### config.mk
export PLATFORM = sky130hd
export DESIGN_NAME = hbp_byte_port
export DESIGN_NICKNAME = d
export VERILOG_FILES = /design/src/rtl/hbp_pkg.sv /design/src/rtl/hbp_sync.sv /design/src/rtl/hbp_access_ctl.sv /design/src/rtl/hbp_wr_pack.sv /design/src/rtl/hbp_rd_path.sv /design/src/rtl/hbp_byte_port.sv
export SDC_FILE = /design/constraint.sdc
export NUM_CORES = 1
export LEC_CHECK = 0
export ABC_CLOCK_PERIOD_IN_PS = 5800
export BUFFER_PORTS_ARGS = -buffer_cell sky130_fd_sc_hd__buf_4
export CORE_AREA = 2 2 135 137
export CTS_CLUSTER_SIZE = 25
export DETAILED_ROUTE_END_ITERATION = 8
export DIE_AREA = 0 0 137 139
export PLACE_DENSITY = 0.55
export SETUP_SLACK_MARGIN = 0.4
export SLEW_MARGIN = 25
export SYNTH_ARGS = -nofsm -noshare
export SYNTH_HDL_FRONTEND = slang
export SYNTH_SLANG_ARGS = --single-unit
### constraint.sdc
create_clock -name clk -period 5.8 [get_ports clk]
set_clock_uncertainty 0.2 [all_clocks]
set_input_delay 0.58 -clock clk [delete_from_list [all_inputs] [get_ports clk]]
set_output_delay 0.58 -clock clk [all_outputs]
set_load 0.02 [all_outputs]
### src/rtl/hbp_pkg.sv
package hbp_pkg;

    localparam int BYTE_W     = 8;
    localparam int WORD_BYTES = 4;
    localparam int WORD_W     = BYTE_W * WORD_BYTES;
    localparam int IDX_W      = $clog2(WORD_BYTES);
    localparam int ADDR_W     = 2;
    localparam int SYNC_STAGES = 2;

    typedef enum logic [ADDR_W-1:0] {
        REG_MSG   = 2'b00,
        REG_CTRL  = 2'b01,
        REG_VOID2 = 2'b10,
        REG_VOID3 = 2'b11
    } reg_sel_e;

    // Bus pins as one bundle, so they share a synchronizer.
    typedef struct packed {
        logic              cs_n;
        logic              ds;
        logic              rw;
        logic [ADDR_W-1:0] addr;
        logic [BYTE_W-1:0] data;
    } pins_t;

    localparam pins_t PINS_IDLE = '{cs_n: 1'b1, ds: 1'b1, rw: 1'b0,
                                   addr: '0, data: '0};

    // Access state that is held while chip select is low.
    typedef struct packed {
        logic     active;
        logic     is_read;
        reg_sel_e sel;
    } access_t;

    // Single-cycle events from the access controller.
    typedef struct packed {
        logic              start;
        logic              finish;
        logic              byte_ev;
        logic [BYTE_W-1:0] data;
    } bus_ev_t;

    // Byte idx of a word, with idx 0 as the most significant byte.
    function automatic logic [BYTE_W-1:0] pick_byte(input logic [WORD_W-1:0] w,
                                                    input logic [IDX_W-1:0]  idx);
        return w[(WORD_BYTES - 1 - int'(idx)) * BYTE_W +: BYTE_W];
    endfunction

endpackage

### src/rtl/hbp_sync.sv
module hbp_sync #(
    parameter int           W      = 1,
    parameter int           STAGES = 2,
    parameter logic [W-1:0] INIT   = '0
) (
    input  logic         clk,
    input  logic         rst,
    input  logic [W-1:0] d,
    output logic [W-1:0] q
);
    logic [W-1:0] chain [STAGES];

    always_ff @(posedge clk) begin
        if (rst) chain[0] <= INIT;
        else     chain[0] <= d;
    end

    for (genvar s = 1; s < STAGES; s++) begin : g_stage
        always_ff @(posedge clk) begin
            if (rst) chain[s] <= INIT;
            else     chain[s] <= chain[s-1];
        end
    end

    assign q = chain[STAGES-1];
endmodule

### src/rtl/hbp_access_ctl.sv
module hbp_access_ctl
    import hbp_pkg::*;
(
    input  logic    clk,
    input  logic    rst,
    input  pins_t   syn,
    output access_t acc,
    output bus_ev_t ev
);
    logic cs_prev, ds_prev, sample_pend;
    logic cs_fall, cs_rise, ds_rise;

    always_comb begin
        cs_fall = cs_prev & ~syn.cs_n;
        cs_rise = ~cs_prev & syn.cs_n;
        ds_rise = ~ds_prev & syn.ds;
    end

    always_ff @(posedge clk) begin
        if (rst) begin
            cs_prev     <= 1'b1;
            ds_prev     <= 1'b1;
            sample_pend <= 1'b0;
            acc         <= '{active: 1'b0, is_read: 1'b0, sel: REG_MSG};
            ev          <= '0;
        end else begin
            cs_prev    <= syn.cs_n;
            ds_prev    <= syn.ds;
            ev.start   <= 1'b0;
            ev.finish  <= 1'b0;
            ev.byte_ev <= 1'b0;
            if (cs_fall) begin
                acc         <= '{active: 1'b1, is_read: syn.rw, sel: reg_sel_e'(syn.addr)};
                ev.start    <= 1'b1;
                sample_pend <= 1'b0;
            end else if (cs_rise && acc.active) begin
                acc.active  <= 1'b0;
                ev.finish   <= 1'b1;
                sample_pend <= 1'b0;
            end else begin
                // Data is taken one clock after the strobe edge is seen.
                sample_pend <= ds_rise & acc.active;
                if (sample_pend) begin
                    ev.byte_ev <= 1'b1;
                    ev.data    <= syn.data;
                end
            end
        end
    end
endmodule

### src/rtl/hbp_wr_pack.sv
module hbp_wr_pack
    import hbp_pkg::*;
(
    input  logic              clk,
    input  logic              rst,
    input  access_t           acc,
    input  bus_ev_t           ev,
    output logic [WORD_W-1:0] msg_word,
    output logic              msg_valid,
    output logic              msg_abort,
    output logic [BYTE_W-1:0] ctrl_byte
);
    localparam logic [IDX_W-1:0] LAST = IDX_W'(WORD_BYTES - 1);

    logic [WORD_W-1:0] asm_q;
    logic [IDX_W-1:0]  cnt;
    logic              have_bytes;
    logic              wr_msg, wr_ctrl;

    assign wr_msg  = ~acc.is_read && (acc.sel == REG_MSG);
    assign wr_ctrl = ~acc.is_read && (acc.sel == REG_CTRL);

    always_ff @(posedge clk) begin
        if (rst) begin
            asm_q      <= '0;
            cnt        <= '0;
            have_bytes <= 1'b0;
            msg_word   <= '0;
            msg_valid  <= 1'b0;
            msg_abort  <= 1'b0;
            ctrl_byte  <= '0;
        end else begin
            msg_valid <= 1'b0;
            msg_abort <= 1'b0;
            if (ev.start) begin
                cnt        <= '0;
                have_bytes <= 1'b0;
            end else if (ev.finish) begin
                if (wr_msg && have_bytes) msg_abort <= 1'b1;
                cnt        <= '0;
                have_bytes <= 1'b0;
            end else if (ev.byte_ev) begin
                if (wr_msg) begin
                    asm_q <= {asm_q[WORD_W-BYTE_W-1:0], ev.data};
                    if (cnt == LAST) begin
                        msg_word   <= {asm_q[WORD_W-BYTE_W-1:0], ev.data};
                        msg_valid  <= 1'b1;
                        cnt        <= '0;
                        have_bytes <= 1'b0;
                    end else begin
                        cnt        <= cnt + 1'b1;
                        have_bytes <= 1'b1;
                    end
                end
                if (wr_ctrl) ctrl_byte <= ev.data;
            end
        end
    end
endmodule

### src/rtl/hbp_rd_path.sv
module hbp_rd_path
    import hbp_pkg::*;
(
    input  logic              clk,
    input  logic              rst,
    input  access_t           acc,
    input  bus_ev_t           ev,
    input  logic [WORD_W-1:0] core_tx_word,
    input  logic [BYTE_W-1:0] ctrl_byte,
    input  logic              pin_cs_n,
    input  logic              pin_ds,
    output logic [BYTE_W-1:0] data_out,
    output logic              data_oe,
    output logic              rd_done
);
    localparam logic [IDX_W-1:0] LAST = IDX_W'(WORD_BYTES - 1);

    logic [WORD_W-1:0] snap;
    logic [IDX_W-1:0]  idx;
    logic              rd_msg;
    logic [BYTE_W-1:0] sel_byte;

    assign rd_msg = acc.is_read && (acc.sel == REG_MSG);

    always_ff @(posedge clk) begin
        if (rst) begin
            snap    <= '0;
            idx     <= '0;
            rd_done <= 1'b0;
        end else begin
            rd_done <= 1'b0;
            if (ev.start) begin
                idx  <= '0;
                snap <= core_tx_word;
            end else if (ev.byte_ev && rd_msg) begin
                if (idx == LAST) begin
                    idx     <= '0;
                    rd_done <= 1'b1;
                end else begin
                    idx <= idx + 1'b1;
                end
            end
        end
    end

    always_comb begin
        unique case (acc.sel)
            REG_MSG:  sel_byte = pick_byte(snap, idx);
            REG_CTRL: sel_byte = ctrl_byte;
            default:  sel_byte = '0;
        endcase
    end

    // The raw pins gate the enable, so the bus is released at once.
    assign data_oe  = acc.active & acc.is_read & ~pin_cs_n & ~pin_ds;
    assign data_out = data_oe ? sel_byte : '0;
endmodule

### src/rtl/hbp_byte_port.sv
module hbp_byte_port
    import hbp_pkg::*;
(
    input  logic              clk,
    input  logic              rst,
    input  logic              host_cs_n,
    input  logic              host_ds,
    input  logic              host_rw,
    input  logic [ADDR_W-1:0] host_addr,
    input  logic [BYTE_W-1:0] host_data_in,
    output logic [BYTE_W-1:0] host_data_out,
    output logic              host_data_oe,
    input  logic [WORD_W-1:0] core_tx_word,
    output logic [WORD_W-1:0] msg_word,
    output logic              msg_valid,
    output logic              msg_abort,
    output logic              rd_done,
    output logic [BYTE_W-1:0] ctrl_byte
);
    pins_t   raw, syn;
    access_t acc;
    bus_ev_t ev;

    assign raw = '{cs_n: host_cs_n, ds: host_ds, rw: host_rw,
                   addr: host_addr, data: host_data_in};

    hbp_sync #(
        .W      ($bits(pins_t)),
        .STAGES (SYNC_STAGES),
        .INIT   (PINS_IDLE)
    ) u_sync (
        .clk (clk),
        .rst (rst),
        .d   (raw),
        .q   (syn)
    );

    hbp_access_ctl u_ctl (
        .clk (clk),
        .rst (rst),
        .syn (syn),
        .acc (acc),
        .ev  (ev)
    );

    hbp_wr_pack u_wr (
        .clk       (clk),
        .rst       (rst),
        .acc       (acc),
        .ev        (ev),
        .msg_word  (msg_word),
        .msg_valid (msg_valid),
        .msg_abort (msg_abort),
        .ctrl_byte (ctrl_byte)
    );

    hbp_rd_path u_rd (
        .clk          (clk),
        .rst          (rst),
        .acc          (acc),
        .ev           (ev),
        .core_tx_word (core_tx_word),
        .ctrl_byte    (ctrl_byte),
        .pin_cs_n     (host_cs_n),
        .pin_ds       (host_ds),
        .data_out     (host_data_out),
        .data_oe      (host_data_oe),
        .rd_done      (rd_done)
    );
endmodule

[Word-level counts from Yosys, hierarchy flattened]
Memories as Yosys holds them, arrays and structs flattened.
Cells that the tools add are included.
Operators by class
  add/subtract/negate cells: 3
  equal/unequal tests: 3
  shift operators: 1
  multiplexer cells: 18
  bitwise logic cells: 22
  reduce and logical (&&, ||, !) cells: 20
Operators by type and width (number)
  $shiftx A32 B32 Y8: 1
  $mux W13: 2
  $pmux W8 S2: 1
  $not A1 Y1: 13
  $reduce_or A3 Y1: 4
  $mux W1: 11
  $mux W9: 1
  $mux W8: 1
  $reduce_and A4 Y1: 2
  $and A1 B1 Y1: 7
  $logic_and A1 B1 Y1: 6
  $reduce_and A5 Y1: 1
  $reduce_or A5 Y1: 1
  $add A2 B1 Y2 const B: 2
  $eq A2 B2 Y1 const B: 2
  $mux W2: 2
  $reduce_or A2 Y1: 2
  $reduce_and A3 Y1: 1
  $sub A2 B2 Y3 const A: 1
  $eq A2 B1 Y1 const B: 1
  $logic_not A2 Y1: 1
  $or A1 B1 Y1: 2
  $reduce_and A2 Y1: 1
  $reduce_bool A2 Y1: 1
Storage, ports and cells
  flip-flop bits (word level): 122
  RAM bits: 26
  output and inout port bits: 52
  word-level logic and storage cells: 88
  memories: 1
Memories
  u_sync.chain: depth 2, bits a word 13, read ports 2, clocked after memory_dff 0, wr ports 2, line hbp_sync.sv:11  | logic [W-1:0] chain [STAGES];

[Longest topological paths before layout]
Gate-level depths: netlist (run 1).
  depth in word-level cells: 5
  depth in mapped cells: 6
  mapped depth without buffers: 4

[Modules after synthesis]
A second synthesis (run 1) with hierarchy kept.
Unflattened totals
  cell total of the unflattened synthesis: 560
  area, all modules: 5705.5 sq um
Modules (own cells, without submodules)
  hbp_wr_pack: instances 1, cells an instance 281, area an instance 2710.1 sq um, seq. area each 1381.3 sq um
  hbp_rd_path: instances 1, cells an instance 158, area an instance 1576.5 sq um, seq. area each 700.7 sq um
  hbp_access_ctl: instances 1, cells an instance 67, area an instance 713.2 sq um, seq. area each 360.3 sq um
  hbp_sync: instances 1, cells an instance 54, area an instance 705.7 sq um, seq. area each 520.5 sq um

[Least setup slack after synthesis (run 1)]
No wires, ideal clock.
  path type: input port to output port
  start point: input host_ds
  end point: output host_data_out[0]
  arrival: 1.779 ns
  slack: 3.241 ns
  stages: 3
  buffers on the path: 1
  cell sequence: or4_1 > clkbuf_1 > a211oi_1
On the way
  longest elaborated chain between the ends: 3
RTL lines
  start, declared: line hbp_byte_port.sv:7  | input logic host_ds,
  $not A1 Y1: line hbp_rd_path.sv:55  | assign data_oe = acc.active & acc.is_read & ~pin_cs_n & ~pin_ds;
  $and A1 B1 Y1: line hbp_rd_path.sv:55
  $mux W8: line hbp_rd_path.sv:56  | assign data_out = data_oe ? sel_byte : '0;
  end, declared: line hbp_byte_port.sv:11  | output logic [BYTE_W-1:0] host_data_out,
Every way passes these cells.

[Worst setup path in the final report (run 1)]
  start point: register u_rd.idx[0]
  end point: output host_data_out[4]
On the way
  longest elaborated chain between the ends: 4
RTL lines
  start, declared: line hbp_rd_path.sv:19  | logic [IDX_W-1:0] idx;
  start signal, assigned: line hbp_rd_path.sv:40  | idx <= idx + 1'b1;
  $sub A2 B2 Y3: line hbp_pkg.sv:47  | return w[(WORD_BYTES - 1 - int'(idx)) * BYTE_W +: BYTE_W];
  $shiftx A32 B32 Y8: line hbp_pkg.sv:47
  $pmux W8 S2: line hbp_rd_path.sv:47  | unique case (acc.sel)
  $mux W8: line hbp_rd_path.sv:56
Every way passes these cells.

==> impl_metrics.py, run 1 <==
metrics = {
    "critical_path": {
        "cp-start-kind": "flip-flop",
        "critPathBufInv": 1,
        "cp.arrival_ns": 2.14,
        "cp-end-kind": "output pin",
        "r2r_start": "u_ctl.acc[0]$_SDFFE_PP0P_",
        "cp_max_fo": 19,
        "worstSetupPathDepth": 4,
        "critPathKind": "flip-flop to output pin",
        "reg2reg_slack_ns": 3.58,
        "cp_top_family": "flip-flops",
        "slowest_delay_ns": 0.91,
        "rr_endpoint": "u_wr.msg_word[7]$_SDFFE_PP0P_",
        "cp_slowest_cell": "dfxtp_1",
        "required_ns": 5.02,
        "path_cells": "mux2_2 > o22ai_1 > a211oi_1 > buf_4",
        "r2r_cells": 3,
    },
    "min_path": {
        "hold_path_end": "u_sync.chain[0][4]$_SDFF_PP0_",
        "hp-class": "primary input to flip-flop",
        "min-delay-start": "host_data_in[4]",
        "hold_depth": 2,
    },
    "route": {
        "viasPerCell": 4.45,
        "via_count": 3731,
        "drcViolationCount": 0,
        "firstDrtPassIters": 4,
        "ant_nets": 0,
        "postRouteWirelength_um": 12400,
        "wl_per_cell_um": 14.8,
        "dr.first_iter.drc_count": 165,
    },
    "global_route": {
        "overflow": 0,
        "antenna_found_initial": 0,
        "grt_use_total": 0.135,
        "grt_pass1_wl_um": 19800,
        "grt_pass1_vias": 3721,
        "grt_max_degree": 90,
    },
    "synthesis": {
        "synth_fp_nets": 560,
        "syn_area_um2": 5700,
        "synth_cells": 511,
        "yosysSeqAreaShare": 0.520,
        "avgSynthCellArea_um2": 11.2,
        "synth_warnings": 0,
        "ys_types": 30,
        "synth-seq-cells": 148,
    },
    "clock_tree": {
        "cts_root_buf": "clkbuf_16",
        "cts_hold_buf": 0,
        "numCtsBuffers": 17,
        "clk_latency_ns": 0.42,
        "cts.repair.resized": 0,
        "clock_sinks": 148,
        "cts_tree": "built",
        "cts.path.max_buffers": 2,
        "cts_setup_buffers": 0,
        "cts.clk_slew.worst_paths_ns": 0.06,
        "ctsHtreeMaxLevel": 4,
    },
    "timing": {
        "rsz0062_at_grt": "no",
        "maxSlewHeadroom": 0.289,
        "clock.fmax_mhz": 342,
        "setup_ws_ns": 2.88,
        "hold_ws_ns": 0.165,
        "worstMarginPinSlew_ns": 1.06,
        "finalSetupTns_ns": 0,
        "slew_violations": 0,
        "final-setup-viol-count": 0,
        "fin_crit_ns": 2.92,
        "period_share": 0.504,
        "hold_viol_final": 0,
    },
    "floorplan": {
        "row_count": 49,
        "dieArea_um2": 19000,
        "die_height_um": 139,
        "core_area_um2": 17700,
        "die_w_um": 137,
        "io_pins": 99,
        "start_util": 0.323,
    },
    "pwr": {
        "leakage_nw": 2.68,
        "p_sw_frac": 0.211,
        "seq_power_share": 0.477,
        "p_clk_frac": 0.490,
        "powerDensity_nw_per_um2": 304,
        "comb_power_share": 0.033,
        "cellInternalPower_w": 0.00172,
        "irDropWorstVdd_uv": 212,
        "switching_power_w": 0.000458,
    },
    "outcome": {
        "status": "completed",
    },
    "final_layout": {
        "layout_commonest_cell": "dfxtp_1",
        "fin_area_um2": 7150,
        "layout_common_cells": "dfxtp_1 (147), mux2i_1 (119), buf_4 (101)",
        "nets": 646,
        "nFillCells": 1748,
        "drive_gt1_frac": 0.284,
        "syn2layout_area_growth_pct": 25.3,
        "antennaDiodeCount": 0,
    },
    "job": {
        "max-cap-violations": 0,
    },
    "placed_design": {
        "dp_hpwl_um": 8540,
        "post-place-ws_ns": 3.21,
        "globalplace.congestion": 0.809,
        "post_dp_cell_area_um2": 6570,
        "io_buffers": 98,
    },
}
## power groups by stage
| stage | sequential [W] | clock (W) | combinational, W |
|---|---|---|---|
| floorplan | 0.00106 | 0 | 0.0000406 |
| global placement | 0.00106 | 0 | 0.0000704 |
| detailed placement | 0.00106 | 0 | 0.0000725 |
| CTS | 0.00104 | 0.00110 | 0.0000726 |
| global route | 0.00104 | 0.00115 | 0.0000779 |
| finish | 0.00104 | 0.00106 | 0.0000711 |
## final cells by class
| cell class | instances | area, um^2 | area share |
|---|---|---|---|
| multi-input cells | 326 | 2550 | 0.357 |
| repair buffers | 101 | 758 | 0.106 |
| clock buffers | 20 | 447 | 0.0625 |
| well taps | 229 | 287 | 0.0401 |
| inverters | 3 | 11.3 | 0.00158 |
| flip-flops and latches | 148 | 2960 | 0.415 |
| clock inverters | 12 | 131 | 0.0184 |
## cells in the mapped netlist (all sizes together)
cell type / instances / share of area
nand2: 1 / 0.00066
a211oi: 10 / 0.013
or4b: 1 / 0.0024
clkbuf: 18 / 0.012
nand2b: 62 / 0.068
or2: 6 / 0.0066
ha: 2 / 0.0044
or4: 1 / 0.0013
nor3: 5 / 0.0064
nor4b: 3 / 0.0072
nor2b: 26 / 0.029
and3: 2 / 0.0022
o22ai: 8 / 0.0088
a21oi: 1 / 0.00088
nor2: 45 / 0.030
or3: 1 / 0.0011
or2b: 21 / 0.032
dfxtp: 148 / 0.52
inv: 3 / 0.0020
buf: 16 / 0.021
mux2i: 119 / 0.21
mux2: 8 / 0.016
nand3b: 2 / 0.0026
and4bb: 2 / 0.0044
## cell families (layout without fill, tap and decap cells)
group,Yosys count,in the layout,share of synthesized area
adder cells (fa/ha/maj),2,2,0.00439
buffers and inverters,37,136,0.0351
multiplexers,127,127,0.225
AO/OA/AOI/OAI,19,19,0.0228
AND/OR/NAND/NOR,178,178,0.193
flip-flops,148,148,0.520
## stage by stage
stage | utilization | cells | total power [W]
after floorplan | - | 511 | 0.00110
after global placement | 0.372 | 807 | 0.00113
after detailed placement | 0.372 | 807 | 0.00113
after CTS | 0.405 | 839 | 0.00221
after global routing | 0.405 | 839 | 0.00226
final | 0.405 | 839 | 0.00217
## registers in the layout, indices dropped and copies added (netlist names)
| register | count |
|---|---|
| u_ctl.acc | 4 |
| u_ctl.cs_prev | 1 |
| u_ctl.ds_prev | 1 |
| u_ctl.ev | 11 |
| u_ctl.sample_pend | 1 |
| u_rd.idx | 2 |
| u_rd.rd_done | 1 |
| u_rd.snap | 32 |
| u_sync.chain | 26 |
| u_wr.asm_q | 24 |
| u_wr.cnt | 2 |
| u_wr.ctrl_byte | 8 |
| u_wr.have_bytes | 1 |
| u_wr.msg_abort | 1 |
| u_wr.msg_valid | 1 |
| u_wr.msg_word | 32 |
## how the worst max path moves through the flow
stage / to / startpoint / slack (ns)
after detailed placement: host_data_out[6] / host_ds / 3.21
after floorplan: host_data_out[0] / host_ds / 3.24
final: host_data_out[4] / u_rd.idx[0]$_SDFFE_PP0P_ / 2.88
after global routing: host_data_out[5] / u_rd.idx[0]$_SDFFE_PP0P_ / 2.68
after global placement: host_data_out[3] / host_ds / 3.23
after CTS: host_data_out[6] / u_rd.idx[0]$_SDFFE_PP0P_ / 2.86
## metal layers
layer,up-vias,global-route usage,wire length [um]
li1,1902,-,-
met1,1748,0.172,5710
met2,65,0.212,5890
met3,16,0.0398,579
met4,0,0.0570,216
met5,-,0,0
Power figures use the tool's default switching activity.
==> run 2: changes to the inputs <==
--- a/config.mk
+++ b/config.mk
@@ -5,7 +5,7 @@
 export SDC_FILE = /design/constraint.sdc
 export NUM_CORES = 1
 export LEC_CHECK = 0
-export ABC_CLOCK_PERIOD_IN_PS = 5800
+export ABC_CLOCK_PERIOD_IN_PS = 3000
 export BUFFER_PORTS_ARGS = -buffer_cell sky130_fd_sc_hd__buf_4
 export CORE_AREA = 2 2 135 137
 export CTS_CLUSTER_SIZE = 25
==> constraint.sdc (replaced) <==
create_clock -name clk -period 3 [get_ports clk]
set_clock_uncertainty 0.2 [all_clocks]
set_input_delay 0.3 -clock clk [delete_from_list [all_inputs] [get_ports clk]]
set_output_delay 0.3 -clock clk [all_outputs]
set_load 0.02 [all_outputs]
==> impl_metrics.py, run 2 (synthesis results as in run 1) <==
metrics = {
    "placed_design": {
        "dp_hpwl_um": 8180,
        "post-place-ws_ns": 0.814,
        "globalplace.congestion": 0.774,
        "io_buffers": 98,
    },
    "route": {
        "ant_nets": 0,
        "firstDrtPassIters": 4,
        "dr_wl_met3_um": 527,
        "route.met2.wl_um": 5950,
        "top_layer": "met4",
        "viasPerCell": 4.41,
        "postRouteWirelength_um": 12400,
        "dr.first_iter.drc_count": 146,
        "wl_met1_um": 5740,
        "via_count": 3904,
        "drcViolationCount": 0,
        "wl_per_cell_um": 14.0,
    },
    "min_path": {
        "hp-class": "flip-flop to flip-flop",
    },
    "global_route": {
        "overflow": 0,
        "grt_use_total": 0.137,
        "antenna_found_initial": 0,
        "grt_max_degree": 110,
        "grt_pass1_vias": 3937,
        "grt_pass1_wl_um": 20300,
    },
    "critical_path": {
        "critPathBufInv": 3,
        "cp_common_cell": "buf_4",
        "cp_top_family": "buffers and inverters",
        "critPathKind": "primary input to output pin",
        "slowest_delay_ns": 0.57,
        "required_ns": 2.50,
        "cp.arrival_ns": 1.96,
        "path_cells": "dlygate4sd3_1 > buf_4 > or4_4 > a211oi_1 > buf_4",
        "cp_slowest_cell": "or4_4",
        "cp-end-kind": "output pin",
        "cp_max_fo": 8,
        "cp-start-kind": "primary input",
    },
    "pwr": {
        "irDropWorstVdd_uv": 397,
        "leakage_nw": 2.92,
        "powerDensity_nw_per_um2": 581,
    },
    "clock_tree": {
        "numCtsBuffers": 17,
        "cts.clk_slew.worst_paths_ns": 0.06,
        "clk_latency_ns": 0.41,
        "cts.path.max_buffers": 2,
        "clock_sinks": 148,
        "cts_root_buf": "clkbuf_16",
        "cts_tree": "built",
        "ctsHtreeMaxLevel": 4,
    },
    "timing": {
        "rsz0062_at_grt": "no",
        "maxSlewHeadroom": 0.362,
        "fin_crit_ns": 2.46,
        "finalSetupTns_ns": 0,
        "final-setup-viol-count": 0,
        "clock.fmax_mhz": 407,
        "setup_ws_ns": 0.542,
        "slew_violations": 0,
        "hold_viol_final": 0,
        "period_share": 0.819,
        "worstMarginPinSlew_ns": 0.957,
    },
    "floorplan": {
        "dieArea_um2": 19000,
        "die_w_um": 137,
        "io_pins": 99,
        "start_util": 0.323,
        "die_height_um": 139,
        "core_area_um2": 17700,
        "row_count": 49,
    },
    "final_layout": {
        "nets": 695,
        "layout_common_cells": "dfxtp_1 (146), mux2i_1 (119), buf_4 (105)",
        "antennaDiodeCount": 0,
        "syn2layout_area_growth_pct": 34.9,
        "drive_gt1_frac": 0.271,
        "largestRegisters": "u_rd.snap (32), u_wr.msg_word (32), u_sync.chain (26)",
        "layout_commonest_cell": "dfxtp_1",
    },
    "job": {
        "max-cap-violations": 0,
    },
    "outcome": {
        "status": "completed",
    },
}
## run 2: changes by cell type in the layout (fill, tap and decap cells not counted), moves of 2 or more
cell           delta
clkinv_2          -2
buf_4             +4
dlygate4sd3_1    +45
bufinv_16         +3
clkinv_4          -2
## run 2: cell type report
cell class | instances | area (um^2)
clock buffer | 21 | 460
fill | 1683 | 9970
timing repair buffer | 150 | 1240
sequential | 148 | 2970
inverter | 3 | 11.3
tap | 229 | 287
clock inverter | 9 | 178
multi-input combinational | 326 | 2550
## run 2: stage by stage
stage               power (W)  area, um^2  hold WS (ns)  instances   util
floorplan             0.00212        5700         0.189        511      -
global placement      0.00218        6590         0.196        811  0.373
detailed placement    0.00219        6590         0.196        811  0.373
CTS                   0.00453        7680         0.210        886  0.435
global route          0.00466        7690         0.234        886  0.436
finish                0.00447        7690         0.206        886  0.436
## run 2: report_power, final
group	total (W)	internal, W	switching [W]
clock network	0.00228	0.00151	0.000769
registers	0.00201	0.00199	0.0000114
logic	0.000187	0.000117	0.0000699
## run 2: path summary, 6_finish.rpt
kind         slack [ns]                              to  cells after the start                            from
max                0.54                host_data_out[1]                      5                         host_ds
min                0.21  u_sync.chain[1][12]$_SDFF_PP1_                      1  u_sync.chain[0][12]$_SDFF_PP1_
max reg2reg        0.81   u_wr.msg_word[8]$_SDFFE_PP0P_                      4       u_ctl.acc[0]$_SDFFE_PP0P_
min reg2reg        0.21  u_sync.chain[1][12]$_SDFF_PP1_                      1  u_sync.chain[0][12]$_SDFF_PP1_
## run 2: what timing repair did
| action | CTS | global route |
|---|---|---|
| buffers inserted | 0 | 0 |
| endpoints found under the setup margin | 0 | 8 |
| hold endpoints to repair | 45 | 0 |
| hold buffers | 45 | 0 |
| gates resized for setup | 0 | 3 |
## run 2: per-layer routing
| metal | GRT usage | up-vias |
|---|---|---|
| li1 | - | 1992 |
| met4 | 0.0477 | 0 |
| met1 | 0.175 | 1830 |
| met5 | 0 | - |
| met3 | 0.0439 | 14 |
| met2 | 0.216 | 68 |
==> run 3: changes to the inputs <==
--- a/config.mk
+++ b/config.mk
@@ -5,13 +5,14 @@
 export SDC_FILE = /design/constraint.sdc
 export NUM_CORES = 1
 export LEC_CHECK = 0
-export ABC_CLOCK_PERIOD_IN_PS = 3000
+export ABC_AREA = 1
+export ABC_CLOCK_PERIOD_IN_PS = 2200
 export BUFFER_PORTS_ARGS = -buffer_cell sky130_fd_sc_hd__buf_4
-export CORE_AREA = 2 2 135 137
+export CORE_AREA = 2 2 134 136
 export CTS_CLUSTER_SIZE = 25
 export DETAILED_ROUTE_END_ITERATION = 8
-export DIE_AREA = 0 0 137 139
-export PLACE_DENSITY = 0.55
+export DIE_AREA = 0 0 136 138
+export PLACE_DENSITY = 0.57
 export SETUP_SLACK_MARGIN = 0.4
 export SLEW_MARGIN = 25
 export SYNTH_ARGS = -nofsm -noshare
==> constraint.sdc (replaced) <==
create_clock -name clk -period 2.2 [get_ports clk]
set_clock_uncertainty 0.2 [all_clocks]
set_input_delay 0.22 -clock clk [delete_from_list [all_inputs] [get_ports clk]]
set_output_delay 0.22 -clock clk [all_outputs]
set_load 0.02 [all_outputs]
==> impl_metrics.py, run 3 <==
metrics = {
    "outcome": {
        "status": "completed",
    },
    "clock_tree": {
        "clock_sinks": 148,
        "cts_tree": "built",
        "cts.clk_slew.worst_paths_ns": 0.06,
        "clk_latency_ns": 0.42,
        "cts_root_buf": "clkbuf_16",
        "ctsHtreeMaxLevel": 4,
        "numCtsBuffers": 17,
        "cts.path.max_buffers": 2,
    },
    "global_route": {
        "grt_pass1_wl_um": 22800,
        "grt_use_total": 0.154,
        "grt_max_degree": 66,
        "grt_pass1_vias": 4589,
        "antenna_found_initial": 0,
        "overflow": 0,
    },
    "synthesis": {
        "yosysSeqAreaShare": 0.531,
        "synth_edf_count": 0,
        "yosys.area.top_type": "dfxtp_1",
        "synth_fp_nets": 788,
        "synth-simple-area-share": 0.268,
        "synth_compound_area_frac": 0.0995,
        "synth_top_family_by_area": "simple AND/OR/NAND/NOR gates",
        "synth_area_leaders": "dfxtp_1 (53%), nand2_1 (11%), nor2_1 (7.3%), inv_1 (5.5%), a21oi_1 (4.8%)",
        "yosysMostFrequentCell": "nand2_1",
        "synth_cells": 739,
        "syn_area_um2": 5580,
        "ys_async_sr_fraction": 0,
        "synth_fa_ha_area_frac": 0.00448,
        "synthMuxAreaShare": 0,
        "avgSynthCellArea_um2": 7.55,
        "synth-seq-cells": 148,
        "synth_warnings": 0,
        "synth-main-ff-cell": "dfxtp_1",
        "synth-xor-area-share": 0,
        "synth_top_cell_area_share": 0.531,
        "ys_types": 27,
        "synth.cells.most_frequent": "nand2_1 (166), dfxtp_1 (148), nor2_1 (109), inv_1 (82), a21oi_1 (53)",
    },
    "final_layout": {
        "antennaDiodeCount": 0,
        "nFillCells": 1775,
        "layout_commonest_cell": "nand2_1",
        "largestRegisters": "u_rd.snap (32), u_wr.msg_word (32), u_sync.chain (26)",
        "layout_common_cells": "nand2_1 (166), dfxtp_1 (146), buf_4 (111)",
        "nets": 934,
        "drive_gt1_frac": 0.197,
        "syn2layout_area_growth_pct": 38.8,
        "finish.utilization": 0.442,
    },
    "pwr": {
        "cellInternalPower_w": 0.00480,
        "seq_power_share": 0.452,
        "powerDensity_nw_per_um2": 783,
        "irDropWorstVdd_uv": 582,
        "switching_power_w": 0.00126,
        "leakage_nw": 3.62,
        "comb_power_share": 0.049,
        "p_sw_frac": 0.208,
        "p_clk_frac": 0.499,
    },
    "critical_path": {
        "cp-end-kind": "output pin",
        "cp_max_fo": 12,
        "cp.arrival_ns": 1.59,
        "slowest_delay_ns": 0.38,
        "cp_slowest_cell": "dfxtp_4",
        "path_cells": "clkinvlp_4 > buf_6 > nand2_1 > nand3_1 > nand2_1 > nand2_1 > a21oi_2 > buf_4",
        "critPathKind": "flip-flop to output pin",
        "required_ns": 1.78,
        "cp-start-kind": "flip-flop",
        "cp_common_cell": "nand2_1",
    },
    "timing": {
        "worstMarginPinSlew_ns": 0.412,
        "fin_crit_ns": 2.01,
        "hold_viol_final": 0,
        "maxSlewHeadroom": 0.725,
        "slew_violations": 0,
        "final-setup-viol-count": 0,
        "finalSetupTns_ns": 0,
        "period_share": 0.912,
        "clock.fmax_mhz": 498,
        "rsz0062_at_grt": "yes",
    },
    "floorplan": {
        "row_count": 49,
        "io_pins": 99,
        "dieArea_um2": 18800,
        "start_util": 0.318,
        "die_height_um": 138,
        "core_area_um2": 17500,
        "die_w_um": 136,
    },
    "min_path": {
        "hp-class": "flip-flop to flip-flop",
    },
    "route": {
        "via_count": 4976,
        "postRouteWirelength_um": 14500,
        "firstDrtPassIters": 5,
        "ant_nets": 0,
        "wl_per_cell_um": 12.9,
        "viasPerCell": 4.42,
        "drcViolationCount": 0,
        "dr.first_iter.drc_count": 289,
    },
    "placed_design": {
        "io_buffers": 98,
        "globalplace.congestion": 0.824,
        "dp_hpwl_um": 9300,
    },
    "job": {
        "max-cap-violations": 0,
    },
}
run 3: cell types whose count changed after synthesis, moves of 26 or more:
| cell | before | now |
|---|---|---|
| a21oi_1 | 1 | 53 |
| nor2b_1 | 26 | 0 |
| nand2b_1 | 62 | 0 |
| nor2_1 | 45 | 109 |
| nand2_1 | 1 | 166 |
| nand3_1 | 0 | 52 |
| o21ai_0 | 0 | 51 |
| inv_1 | 3 | 82 |
| mux2i_1 | 119 | 0 |
run 3: layer usage:
layer,GRT usage,part of all wire
met1,0.205,0.48
met2,0.241,0.46
met3,0.0374,0.043
met4,0.0609,0.017
met5,0,0
run 3: metrics by stage:
step / setup WS [ns] / hold slack (ns) / power, W / instance area [um^2] / std cells
6_report: 0.193 / 0.200 / 0.00606 / 7750 / 1127
5_1_grt: 0.0989 / 0.213 / 0.00628 / 7750 / 1127
4_1_cts: 0.202 / 0.201 / 0.00612 / 7700 / 1125
3_5_place_dp: 0.272 / 0.188 / 0.00302 / 6510 / 1038
3_3_place_gp: 0.282 / 0.194 / 0.00302 / 6510 / 1038
2_1_floorplan: 0.454 / 0.125 / 0.00292 / 5580 / 739
run 3: area by class of cell:
| type | count | area [um^2] | area share |
|---|---|---|---|
| inverters | 89 | 343 | 0.0443 |
| multi-input cells | 466 | 2150 | 0.277 |
| clock inverters | 13 | 183 | 0.0236 |
| well taps | 229 | 287 | 0.0370 |
| flip-flops and latches | 148 | 2970 | 0.383 |
| repair buffers | 163 | 1380 | 0.178 |
| clock buffers | 19 | 443 | 0.0572 |
run 3: worst max-delay path: cells and delay by family, from the launching register on:
family,cells,cell delay (ns)
AO/OA/AOI/OAI,1,0.13
flip-flops,1,0.38
AND/OR/NAND/NOR,4,0.28
buffers and inverters,3,0.38
run 3: kinds of logic (layout without fill, tap and decap cells):
logic type / count (synthesis) / count (layout)
and+or+nand+nor: 350 / 353
adders and majority gates: 2 / 2
buffers and inverters: 128 / 284
AOI/OAI and AO/OA: 111 / 111
DFF: 148 / 148
run 3: power groups by stage:
stage          clock [W]  combinational [W]  sequential, W
2_1_floorplan          0           0.000122        0.00280
3_3_place_gp           0           0.000221        0.00280
3_5_place_dp           0           0.000221        0.00280
4_1_cts          0.00309           0.000291        0.00274
5_1_grt          0.00321           0.000326        0.00274
6_report         0.00303           0.000294        0.00274
run 3: final timing paths:
kind                                                     from                             to  slack [ns]  depth (start not counted)
worst min register to register  u_sync.chain[0][5]$_SDFF_PP0_  u_sync.chain[1][5]$_SDFF_PP0_        0.20                          2
worst min-delay path            u_sync.chain[0][5]$_SDFF_PP0_  u_sync.chain[1][5]$_SDFF_PP0_        0.20                          2
worst max-delay path                 u_rd.idx[0]$_SDFFE_PP0P_               host_data_out[2]        0.19                          8
worst max register to register       u_wr.cnt[0]$_SDFFE_PP0P_  u_wr.msg_word[0]$_SDFFE_PP0P_        0.52                          8
run 3: what timing repair did:
item                       in CTS  in global routing
pin swaps                       5                  2
gates cloned                    2                  1
hold endpoints to repair       53                  0
setup endpoints to repair      34                 46
gates resized for setup         7                  9
setup buffers                   6                  1
hold buffers                   47                  0
